===== src/rtl/lpwm_pkg.sv =====
package lpwm_pkg;
    localparam int LVL_W = 8;
    typedef logic [LVL_W-1:0] lvl_t;

    typedef struct packed {
        lvl_t state;
    } seq_reg_t;

    typedef struct packed {
        logic drive;
    } drv_reg_t;

    // Fibonacci feedback bit: parity of the tapped bits
    function automatic logic seq_feedback(input lvl_t s, input lvl_t taps);
        return ^(s & taps);
    endfunction
endpackage


===== src/rtl/lpwm_seq.sv =====
module lpwm_seq
    import lpwm_pkg::*;
#(
    parameter lvl_t TAP_MASK = 8'b1011_1000,
    parameter lvl_t SEED     = 8'd1
) (
    input  logic clk,
    input  logic rst_n,
    output lvl_t state
);
    localparam lvl_t ZERO = '0;

    seq_reg_t seq_d, seq_q;

    always_comb begin
        seq_d = seq_q;
        if (seq_q.state == ZERO) begin
            seq_d.state = SEED;
        end else begin
            seq_d.state = {seq_q.state[LVL_W-2:0], seq_feedback(seq_q.state, TAP_MASK)};
        end
    end

    always_ff @(posedge clk or negedge rst_n) begin
        if (!rst_n) begin
            seq_q.state <= SEED;
        end else begin
            seq_q <= seq_d;
        end
    end

    assign state = seq_q.state;

    AST_SEQ_NONZERO: assert property (@(posedge clk) disable iff (!rst_n)
        seq_q.state != ZERO);
    AST_SEQ_ADVANCES: assert property (@(posedge clk) disable iff (!rst_n)
        seq_q.state != ZERO |=> seq_q.state != $past(seq_q.state));
endmodule


===== src/rtl/lpwm_drive.sv =====
module lpwm_drive
    import lpwm_pkg::*;
(
    input  logic clk,
    input  logic rst_n,
    input  logic en,
    input  lvl_t level,
    input  lvl_t seq_val,
    output logic drive
);
    drv_reg_t drv_d, drv_q;

    always_comb begin
        drv_d = drv_q;
        drv_d.drive = en && (seq_val < level);
    end

    always_ff @(posedge clk or negedge rst_n) begin
        if (!rst_n) begin
            drv_q.drive <= 1'b0;
        end else begin
            drv_q <= drv_d;
        end
    end

    assign drive = drv_q.drive;

    AST_DISABLED_DARK: assert property (@(posedge clk) disable iff (!rst_n)
        !en |=> !drv_q.drive);
    AST_FLOOR_DARK: assert property (@(posedge clk) disable iff (!rst_n)
        (level <= lvl_t'(1)) |=> !drv_q.drive);
endmodule


===== src/rtl/lpwm_light.sv =====
module lpwm_light
    import lpwm_pkg::*;
#(
    parameter lvl_t TAP_MASK = 8'b1011_1000,
    parameter lvl_t SEED     = 8'd1
) (
    input  logic       clk,
    input  logic       rst_n,
    input  logic       en,
    input  logic [7:0] level,
    output logic       light_out
);
    lvl_t seq_val;

    lpwm_seq #(.TAP_MASK(TAP_MASK), .SEED(SEED)) u_seq (
        .clk   (clk),
        .rst_n (rst_n),
        .state (seq_val)
    );

    lpwm_drive u_drive (
        .clk     (clk),
        .rst_n   (rst_n),
        .en      (en),
        .level   (level),
        .seq_val (seq_val),
        .drive   (light_out)
    );

    AST_HIGH_NEEDS_LEVEL: assert property (@(posedge clk) disable iff (!rst_n)
        light_out |-> ($past(level) >= 8'd2));
    AST_RESET_DARK: assert property (@(posedge clk)
        !rst_n |-> !light_out);
endmodule


===== config.mk =====
export PLATFORM = sky130hd
export DESIGN_NAME = lpwm_light
export DESIGN_NICKNAME = d
export VERILOG_FILES = /design/src/rtl/lpwm_pkg.sv /design/src/rtl/lpwm_seq.sv /design/src/rtl/lpwm_drive.sv /design/src/rtl/lpwm_light.sv
export SDC_FILE = /design/constraint.sdc
export NUM_CORES = 1
export LEC_CHECK = 0
export BUFFER_PORTS_ARGS = -buffer_cell sky130_fd_sc_hd__buf_2
export CORE_MARGIN = 2
export CORE_UTILIZATION = 29
export CTS_CLUSTER_DIAMETER = 100
export DETAILED_ROUTE_END_ITERATION = 12
export SYNTH_ARGS = -nofsm -noshare
export SYNTH_HDL_FRONTEND = slang
export SYNTH_HIERARCHICAL = 1
export SYNTH_SLANG_ARGS = --single-unit

===== constraint.sdc =====
create_clock -name clk -period 1.33 [get_ports clk]
set_input_delay 0.266 -clock clk [delete_from_list [all_inputs] [get_ports clk]]
set_output_delay 0.266 -clock clk [all_outputs]
set_load 0.01 [all_outputs]

==> metrics.csv, run 1 <==
stage,metric,value,unit
finish,post-layout net count,80,
clock_tree,H-tree depth,1,
logic_synthesis,Synth cell types,18,
detailed_routing,vias after detailed routing,364,
sta,setup tns final,0,ns
detailed_routing,routed length per instance,10.0,µm
critical_path,Crit. End Element,flop,
place,placed cell count,72,
clock_tree,CTS Buf Count,3,
finish,Final Non-Filler Cells,77,
critical_path,worst path cell trace,"ha_1, a211oi_2, o21ai_1, a21oi_1",
logic_synthesis,compound-gate portion of the synthesized area,11.4,%
finish,Multi-input gate area,225,µm²
detailed_routing,DRC violations left,0,
power,PwrDens,892,nW/µm²
clock_tree,clock root buffer,clkbuf_4,
critical_path,CP required,1.52,ns
detailed_routing,WL final,773,µm
sta,RSZ-0062 raised after global routing,no,
global_route,Total GRT Usage,10.5,%
power,Leak,0.336,nW
critical_path,critical path's slowest cell,dfrtp_1,
global_route,met3 Use GR,5.95,%
place,GP Congestion,0.773,
floorplan,IO Pins,12,
sta,Slew headroom,64.0,%
logic_synthesis,Synth area leaders,"dfrtp_1 40%, ha_1 20%, inv_1 6.7%",
finish,register area,226,µm²
finish,area delta synth->final,18.6,%
finish,Fill cells,176,
place,pre-CTS setup slack,0.116,ns
floorplan,Die Ht,45.7,µm
logic_synthesis,mux share of post-synthesis cell area,0,%
place,placed cell areas,562,µm²
logic_synthesis,#FFs+latches synth,9,
global_route,met1 Use GR,10.6,%
sta,Max Clock Freq,822,MHz
clock_tree,CTS tree,yes,
critical_path,critical path startpoint category,flop,
place,DP Wirelength,641,µm
detailed_routing,Routed Antenna Nets,0,
worst_hold_path,Hold Path Sink,u_drive/drive$_DFF_PN0_,
job,max_cap viols,0,
global_route,first-pass GRT wire length,1470,µm
global_route,antenna violations before repair,0,
detailed_routing,DRT iter0 DRCs,5,
critical_path,"delay-heaviest family, CP",compound AO/OA/AOI/OAI gates,
worst_hold_path,Hold Path Depth,4,
worst_hold_path,Worst Hold Launch,en,
sta,final cycle utilization of the critical path,91.5,%
sta,clock skew,0.00406,ns
power,Pwr Total,533,µW
logic_synthesis,Synthesis Warnings,6,
critical_path,critical path's largest stage delay,0.40,ns
global_route,gr ovfl total,0,
global_route,met2 usage,17.2,%
logic_synthesis,post-synthesis cell area,504,µm²
detailed_routing,Initial DRT Pass Iterations,2,
outcome,status,completed,
logic_synthesis,Yosys top cell by area,dfrtp_1,
worst_hold_path,Hold Crit Class,in -> reg,
critical_path,FF-to-FF End,u_drive/drive$_DFF_PN0_,
critical_path,WP data arrival,1.41,ns
logic_synthesis,syn nets,68,
clock_tree,clk buf depth,2,
logic_synthesis,largest family of logic cells by synthesized area,adder cells,
floorplan,cell row count,15,
floorplan,DIE AREA,2090,µm²
finish,final instance area,598,µm²
logic_synthesis,synthesized netlist cell count,49,
sta,Final setup viols,0,
clock_tree,worst skew pair latency,0.26,ns
sta,worst slew pin tran,0.535,ns
clock_tree,clk slew on worst S/H paths,0.06,ns
logic_synthesis,Synth Area in Adders,19.9,%
critical_path,crit-path max FO,3,
place,IO Port Bufs,11,
finish,diode count,0,
finish,share of cells above drive strength 1,26.7,%
logic_synthesis,sequential cell area fraction in the yosys report,44.9,%
critical_path,R2R Setup Slk,0.11,ns
global_route,grt peak-use layer,met2,
sta,hold violation count in the final report,0,
global_route,vias in the first global route,386,
logic_synthesis,Simple-Gate Fraction of Synth Area,8.68,%
clock_tree,TritonCTS Sinks,9,
sta,max-slew violation count,0,
critical_path,reg2reg path depth,4,
sta,minimum clock period,1.22,ns
critical_path,Worst Path Buf+Inv,0,
detailed_routing,vias per cell,4.73,
sta,Setup WS post-layout,0.113,ns
clock_tree,# Post-CTS Setup Buffers,0,
logic_synthesis,Post-Synth XOR/XNOR Area,4.71,%
logic_synthesis,"Avg Cell Area, Syn",10.3,µm²
global_route,largest net degree at the start of global routing,10,
critical_path,Crit Path Category,reg -> reg,
floorplan,Initial Utilization,29.9,%
floorplan,Core ar.,1690,µm²
floorplan,Horiz. Die Dim,45.7,µm
power,Max rail drop VDD,0.000446,V
logic_synthesis,top cell type's share of synthesized area,39.7,%
critical_path,RR Startpoint,u_seq/state[2]$_DFF_PN0_,
==> worst min-delay path, cell delays in order <==
cell and delay, ns:
buf_2 0.09, nor2b_1 0.11, o21ai_0 0.07, a21oi_1 0.04
==> cells in the final DEF, fill, tap and decap left out, types with 2 or more instances in the layout <==
| cell type | count |
|---|---|
| clkbuf_4 | 3 |
| buf_2 | 11 |
| dfrtp_1 | 8 |
| nor2_1 | 2 |
| nor2b_1 | 2 |
| inv_1 | 9 |
| o21ai_0 | 2 |
| ha_1 | 8 |
| a21oi_1 | 3 |
==> cells in the mapped netlist <==
cell type	number
dfrtp_1	8
o21ai_0	2
a21o_1	1
a21oi_1	3
nand2_1	1
nor2b_1	2
nor2_1	2
clkbuf_1	5
xor3_1	1
nor4_1	1
nor3b_1	1
o21ai_1	1
a211oi_1	1
inv_1	9
ha_1	8
dfstp_2	1
a211oi_2	1
nand4_1	1
==> timing repair <==
action,4_1_cts,5_1_grt
endpoints found under the hold margin,8,0
gates resized for setup,0,0
hold buffers,1,0
==> registers in the layout (all words and copies together) (netlist names) <==
signal         count
u_seq/state        8
u_drive/drive      1
==> area by class of cell <==
class / instances / share of cell area (%)
Multi-Input combinational cell: 26 / 37.7
Clock buffer: 4 / 4.39
Inverter: 9 / 5.65
Timing Repair Buffer: 12 / 10.9
Tap cell: 17 / 3.56
Sequential cell: 9 / 37.9
==> stage by stage <==
stage	hold slack (ns)	utilization [%]
floorplan	-0.0296	-
global placement	0.124	33.3
detailed placement	0.127	33.3
CTS	0.348	35.4
global route	0.367	35.4
finish	0.356	35.4
==> worst max path at each step <==
stage / start / to / slack, ns / cells after the start
after floorplan: u_seq/state[2]$_DFF_PN0_ / u_drive/drive$_DFF_PN0_ / 0.19 / 4
after global placement: u_seq/state[2]$_DFF_PN0_ / u_drive/drive$_DFF_PN0_ / 0.13 / 4
after detailed placement: u_seq/state[5]$_DFF_PN0_ / u_seq/state[5]$_DFF_PN0_ / 0.12 / 4
after CTS: u_seq/state[2]$_DFF_PN0_ / u_drive/drive$_DFF_PN0_ / 0.11 / 4
after global routing: u_seq/state[5]$_DFF_PN0_ / u_drive/drive$_DFF_PN0_ / 0.005 / 4
final: u_seq/state[2]$_DFF_PN0_ / u_drive/drive$_DFF_PN0_ / 0.11 / 4
==> per-layer routing <==
metal / vias up / wire length [µm]
met5: - / 0
met4: 0 / 0
met3: 0 / 40
met2: 10 / 361
met1: 171 / 371
li1: 183 / -
==> report_power, final <==
part / switching [mW] / leakage, nW / internal, mW
combinational: 0.0215 / 0.205 / 0.0238
clock: 0.0964 / 0.0150 / 0.116
sequential: 0.000296 / 0.116 / 0.276
total: 0.118 / 0.336 / 0.415
==> cells by family after synthesis <==
group,Yosys count
adders and majority gates,8
and+or+nand+nor,8
DFF,9
xor gates and xnor gates,1
AOI/OAI and AO/OA,9
buffers and inverters,14
Power figures use the tool's default switching activity.
==> run 2, diff against run 1 <==
Settings changed: CORE_MARGIN 2 to 8.
==> metrics.csv, run 2 (synthesis results as in run 1) <==
stage,metric,value,unit,change
critical_path,worst path cell trace,"ha_1, a211oi_2, o21ai_1, a21oi_1",,
sta,Slew headroom,67.3,%,+3.2 points
global_route,largest net degree at the start of global routing,10,,unchanged
clock_tree,CTS Buf Count,3,,unchanged
job,max_cap viols,0,,unchanged
clock_tree,worst skew pair latency,0.26,ns,about the same
detailed_routing,Initial DRT Pass Iterations,4,,+2
detailed_routing,WL final,891,µm,+15%
worst_hold_path,Hold Crit Class,in -> reg,,
outcome,status,completed,,
detailed_routing,vias per cell,4.45,,-5.8%
critical_path,Worst Path Buf+Inv,0,,unchanged
sta,final cycle utilization of the critical path,92.2,%,+0.74 points
critical_path,Worst path depth,4,,unchanged
critical_path,R2R Setup Slk,0.10,ns,about the same
clock_tree,clock root buffer,clkbuf_4,,
clock_tree,# resized after CTS,0,,unchanged
worst_hold_path,Hold Path Sink,u_drive/drive$_DFF_PN0_,,
critical_path,CP required,1.52,ns,about the same
sta,RSZ-0062 raised after global routing,no,,
global_route,Total GRT Usage,5.87,%,-4.6 points
finish,Fill cells,178,,+1.1%
finish,Final Non-Filler Cells,77,,unchanged
critical_path,critical path's slowest cell,dfrtp_1,,
finish,"commonest non-fill, non-tap cell in the layout",buf_2,,
critical_path,crit-path max FO,3,,unchanged
sta,worst slew pin tran,0.487,ns,-0.0480 ns
critical_path,critical path's largest stage delay,0.40,ns,about the same
power,Max rail drop VDD,0.000374,V,-16%
power,Leak,0.336,nW,unchanged
place,GP Congestion,0.773,,about the same
critical_path,Crit Path Category,reg -> reg,,
place,DP Wirelength,720,µm,+12%
worst_hold_path,Worst Hold Launch,en,,
sta,Final setup viols,0,,unchanged
worst_hold_path,Hold Path Depth,4,,unchanged
clock_tree,TritonCTS Sinks,9,,unchanged
finish,largest register by flop count,u_seq/state,,
finish,max FFs per register,8,,unchanged
sta,setup tns final,0,ns,unchanged
floorplan,Core ar.,1690,µm²,unchanged
floorplan,IO Pins,12,,unchanged
floorplan,Initial Utilization,29.9,%,unchanged
critical_path,critical path startpoint category,flop,,
critical_path,Crit. End Element,flop,,
sta,minimum clock period,1.23,ns,+0.00981 ns
finish,share of cells above drive strength 1,26.7,%,unchanged
clock_tree,CTS tree,yes,,
detailed_routing,Routed Antenna Nets,0,,unchanged
detailed_routing,DRC violations left,0,,unchanged
finish,final instance area,598,µm²,unchanged
floorplan,cell row count,15,,unchanged
sta,hold violation count in the final report,0,,unchanged
sta,Hold Slack,0.355,ns,-0.000620 ns
finish,diode count,0,,unchanged
detailed_routing,DRT iter0 DRCs,9,,+4
detailed_routing,routed length per instance,11.6,µm,+15%
place,placed cell areas,562,µm²,unchanged
finish,Multi-input gate area,225,µm²,unchanged
global_route,antenna violations before repair,0,,unchanged
place,IO Port Bufs,11,,unchanged
critical_path,FF-to-FF End,u_drive/drive$_DFF_PN0_,,
finish,area delta synth->final,18.6,%,unchanged
clock_tree,clk buf depth,2,,unchanged
clock_tree,H-tree depth,1,,unchanged
floorplan,Horiz. Die Dim,57.7,µm,+26%
finish,register area,226,µm²,unchanged
finish,largest registers,"u_seq/state x8, u_drive/drive x1",,
place,placed cell count,72,,unchanged
floorplan,DIE AREA,3330,µm²,+59%
floorplan,Die Ht,57.7,µm,+26%
finish,utilization after layout,35.4,%,unchanged
critical_path,"delay-heaviest family, CP",compound AO/OA/AOI/OAI gates,,
critical_path,RR Startpoint,u_seq/state[2]$_DFF_PN0_,,
detailed_routing,vias after detailed routing,343,,-5.8%
critical_path,reg2reg path depth,4,,unchanged
finish,post-layout net count,80,,unchanged
global_route,gr ovfl total,0,,unchanged
finish,most frequent cells in the layout,"11 x buf_2, 9 x inv_1, 8 x ha_1, 8 x dfrtp_1",,
sta,Max Clock Freq,815,MHz,-0.80%
global_route,vias in the first global route,364,,-5.7%
sta,max-slew violation count,0,,unchanged
critical_path,WP data arrival,1.41,ns,about the same
global_route,first-pass GRT wire length,1470,µm,unchanged
clock_tree,clk slew on worst S/H paths,0.06,ns,about the same
power,PwrDens,897,nW/µm²,+0.58%
sta,clock skew,0.000243,ns,-0.00381 ns
[run 2: cell counts in the layout (fill, tap and decap cells not counted)]
No cell type changed its count.
[run 2: per-stage QoR]
| stage | power, mW | setup slack [ns] |
|---|---|---|
| 3_3_place_gp | 0.324 | 0.135 |
| 4_1_cts | 0.550 | 0.0910 |
| 6_report | 0.537 | 0.103 |
| 5_1_grt | 0.575 | 0.0322 |
| 3_5_place_dp | 0.326 | 0.111 |
| 2_1_floorplan | 0.302 | 0.193 |
[run 2: final cells by class]
cell class / count / share of cell area, %
clock buffer: 4 / 4.39
inverter: 9 / 5.65
multi-input combinational: 26 / 37.7
sequential: 9 / 37.9
tap: 17 / 3.56
timing repair buffer: 12 / 10.9
[run 2: what timing repair did]
item	in CTS	in global routing
endpoints found under the hold margin	8	0
hold buffers	1	0
buffers inserted	0	0
[run 2: power breakdown]
group,internal (mW),total (mW),switching (mW)
Sequential,0.276,0.276,0.000338
Combinational,0.0238,0.0460,0.0222
Clock,0.116,0.214,0.0986
Total,0.415,0.537,0.121
[run 2: worst max path at each step]
stage | from | to | slack, ns
finish | u_seq/state[2]$_DFF_PN0_ | u_drive/drive$_DFF_PN0_ | 0.10
global route | u_seq/state[2]$_DFF_PN0_ | u_drive/drive$_DFF_PN0_ | 0.03
CTS | u_seq/state[2]$_DFF_PN0_ | u_drive/drive$_DFF_PN0_ | 0.09
detailed placement | u_seq/state[2]$_DFF_PN0_ | u_drive/drive$_DFF_PN0_ | 0.11
global placement | u_seq/state[2]$_DFF_PN0_ | u_drive/drive$_DFF_PN0_ | 0.13
floorplan | u_seq/state[2]$_DFF_PN0_ | u_drive/drive$_DFF_PN0_ | 0.19
[run 2: worst min-delay path, cell delays in order]
cell and delay [ns]:
buf_2 0.09, nor2b_1 0.11, o21ai_0 0.06, a21oi_1 0.04
[run 2: per-layer routing]
| metal | vias to the layer above | GRT usage [%] | wire length, µm |
|---|---|---|---|
| met5 | - | 0 | 0 |
| li1 | 182 | - | - |
| met3 | 0 | 3.09 | 87 |
| met1 | 151 | 6.03 | 422 |
| met2 | 10 | 9.00 | 381 |
| met4 | 0 | 4.20 | 0 |
==> run 3, diff against run 2 <==
Settings changed: CAP_MARGIN from default to 20, CELL_PAD_IN_SITES_DETAIL_PLACEMENT from default to 0, CELL_PAD_IN_SITES_GLOBAL_PLACEMENT from default to 1, PLACE_DENSITY_LB_ADDON from default to 0.1.
Clock period 1.33 ns to 1.2 ns, I/O delays scaled along.
==> metrics.csv, run 3 (synthesis results as in run 1) <==
stage,metric,value,unit,change
outcome,status,completed,,
finish,"commonest non-fill, non-tap cell in the layout",buf_2,,
clock_tree,CTS tree,yes,,
critical_path,RR Startpoint,u_seq/state[3]$_DFF_PN0_,,
worst_hold_path,Hold Crit Class,in -> reg,,
power,Leak,0.355,nW,+5.7%
sta,worst slew pin tran,0.223,ns,-0.264 ns
finish,area delta synth->final,27.5,%,
power,Pwr Total,582,µW,+8.5%
clock_tree,clk slew on worst S/H paths,0.06,ns,about the same
power,cell-internal power,462,µW,+11%
finish,most frequent cells in the layout,"11 x buf_2, 9 x inv_1, 8 x dfrtp_1, 7 x ha_1",,
sta,max-slew violation count,0,,unchanged
global_route,Total GRT Usage,6.82,%,+0.96 points
place,DP Wirelength,779,µm,+8.1%
place,IO Port Bufs,11,,unchanged
clock_tree,TritonCTS Sinks,9,,unchanged
power,Sw Ratio,20.7,%,-1.9 points
floorplan,DIE AREA,3330,µm²,unchanged
worst_hold_path,Hold Path Depth,4,,unchanged
finish,max FFs per register,8,,unchanged
clock_tree,CTS Buf Count,3,,unchanged
finish,Fill cells,180,,+1.1%
power,Gate power share,9.6,%,+1.0 points
floorplan,Initial Utilization,29.9,%,unchanged
finish,post-layout net count,83,,+3.8%
detailed_routing,DRC violations left,0,,unchanged
finish,largest register by flop count,u_seq/state,,
power,Seq pwr share,52.7,%,+1.2 points
critical_path,Crit. End Element,flop,,
detailed_routing,Routed Antenna Nets,0,,unchanged
critical_path,Crit Path Category,reg -> reg,,
finish,largest registers,"u_seq/state x8, u_drive/drive x1",,
critical_path,crit-path max FO,4,,+1
global_route,gr ovfl total,0,,unchanged
global_route,first-pass GRT wire length,1730,µm,+18%
critical_path,CP required,1.38,ns,-0.14 ns
sta,Max Clock Freq,877,MHz,+7.6%
finish,register area,226,µm²,unchanged
floorplan,Die Ht,57.7,µm,unchanged
sta,Slew headroom,85.0,%,+18 points
sta,clock skew,0.00289,ns,+0.00264 ns
place,pre-CTS setup slack,-0.00845,ns,-0.120 ns
floorplan,Core ar.,1690,µm²,unchanged
clock_tree,clock root buffer,clkbuf_4,,
detailed_routing,Initial DRT Pass Iterations,2,,-2
critical_path,WP data arrival,1.32,ns,-0.09 ns
clock_tree,worst skew pair latency,0.25,ns,about the same
sta,minimum clock period,1.14,ns,-0.0862 ns
detailed_routing,vias per cell,4.41,,-0.94%
worst_hold_path,Worst Hold Launch,en,,
detailed_routing,vias after detailed routing,353,,+2.9%
finish,diode count,0,,unchanged
sta,RSZ-0062 raised after global routing,yes,,
clock_tree,H-tree depth,1,,unchanged
place,GP Congestion,0.703,,-9.0%
sta,hold violation count in the final report,0,,unchanged
finish,Multi-input gate area,248,µm²,+10%
floorplan,IO Pins,12,,unchanged
finish,share of cells above drive strength 1,34.9,%,+8.3 points
critical_path,reg2reg path depth,4,,unchanged
detailed_routing,routed length per instance,11.7,µm,+1.3%
sta,setup tns final,0,ns,unchanged
global_route,vias in the first global route,386,,+6.0%
worst_hold_path,Hold Path Sink,u_drive/drive$_DFF_PN0_,,
power,Max rail drop VDD,0.000557,V,+49%
global_route,antenna violations before repair,0,,unchanged
floorplan,cell row count,15,,unchanged
sta,Setup WS post-layout,0.0597,ns,-0.0438 ns
power,clock power share,37.8,%,-2.2 points
critical_path,FF-to-FF End,u_drive/drive$_DFF_PN0_,,
job,max_cap viols,0,,unchanged
power,PwrDens,906,nW/µm²,+0.94%
detailed_routing,WL final,938,µm,+5.3%
floorplan,Horiz. Die Dim,57.7,µm,unchanged
clock_tree,clk buf depth,2,,unchanged
sta,Final setup viols,0,,unchanged
sta,final cycle utilization of the critical path,95.0,%,+2.8 points
power,Psw,120,µW,-0.68%
critical_path,R2R Setup Slk,0.06,ns,-0.04 ns
detailed_routing,DRT iter0 DRCs,3,,-6
global_route,largest net degree at the start of global routing,10,,unchanged
critical_path,critical path startpoint category,flop,,
==> run 3: power groups by stage <==
| stage | sequential (mW) | combinational [mW] | clock (mW) |
|---|---|---|---|
| after floorplan | 0.313 | 0.0211 | 0 |
| after global placement | 0.312 | 0.0508 | 0 |
| after detailed placement | 0.312 | 0.0499 | 0 |
| after CTS | 0.306 | 0.0547 | 0.236 |
| after global routing | 0.307 | 0.0654 | 0.258 |
| final | 0.307 | 0.0559 | 0.220 |
==> run 3: cell type report <==
type | instances | area share (%)
Multi-Input combinational cell | 26 | 38.5
Sequential cell | 9 | 35.2
Timing Repair Buffer | 15 | 13.6
Inverter | 9 | 5.25
Clock buffer | 4 | 4.09
Tap cell | 17 | 3.31
==> run 3: through the flow <==
| stage | cells | hold slack [ns] | util (%) | area, µm² |
|---|---|---|---|---|
| after CTS | 80 | 0.341 | 37.5 | 633 |
| after global routing | 80 | 0.364 | 38.1 | 643 |
| after detailed placement | 75 | 0.0998 | 34.6 | 584 |
| after floorplan | 49 | -0.0556 | - | 504 |
| after global placement | 75 | 0.105 | 34.6 | 584 |
| final | 80 | 0.350 | 38.1 | 643 |
==> run 3: worst max-delay path, cell delays in order, from the launching register on <==
cell,delay (ns)
dfrtp_1,0.42
ha_1,0.22
a211oi_2,0.18
o21ai_1,0.10
a21oi_1,0.15
==> run 3: layer usage <==
layer | routed length [µm] | global-route usage, % | up-vias
met5 | 0 | 0 | -
met1 | 492 | 8.08 | 156
met2 | 394 | 9.81 | 6
met4 | 10 | 5.24 | 0
met3 | 39 | 2.43 | 2
li1 | - | - | 189
==> run 3: worst max-delay path by stage <==
| stage | start | to | slack, ns | depth (start not counted) |
|---|---|---|---|---|
| floorplan | u_seq/state[2]$_DFF_PN0_ | u_drive/drive$_DFF_PN0_ | 0.06 | 4 |
| global placement | u_seq/state[2]$_DFF_PN0_ | u_drive/drive$_DFF_PN0_ | 0.02 | 4 |
| detailed placement | u_seq/state[2]$_DFF_PN0_ | u_drive/drive$_DFF_PN0_ | -0.008 | 4 |
| CTS | u_seq/state[5]$_DFF_PN0_ | u_drive/drive$_DFF_PN0_ | 0.02 | 4 |
| global route | u_seq/state[5]$_DFF_PN0_ | u_drive/drive$_DFF_PN0_ | -0.08 | 4 |
| finish | u_seq/state[3]$_DFF_PN0_ | u_drive/drive$_DFF_PN0_ | 0.06 | 4 |
==> run 3: repair_timing <==
item / 4_1_cts / 5_1_grt
resized for setup: 1 / 3
setup endpoints to repair: 1 / 4
pin swaps: 0 / 0
setup buffers: 0 / 0
hold buffers: 1 / 0
endpoints found under the hold margin: 8 / 0
cloned: 0 / 0
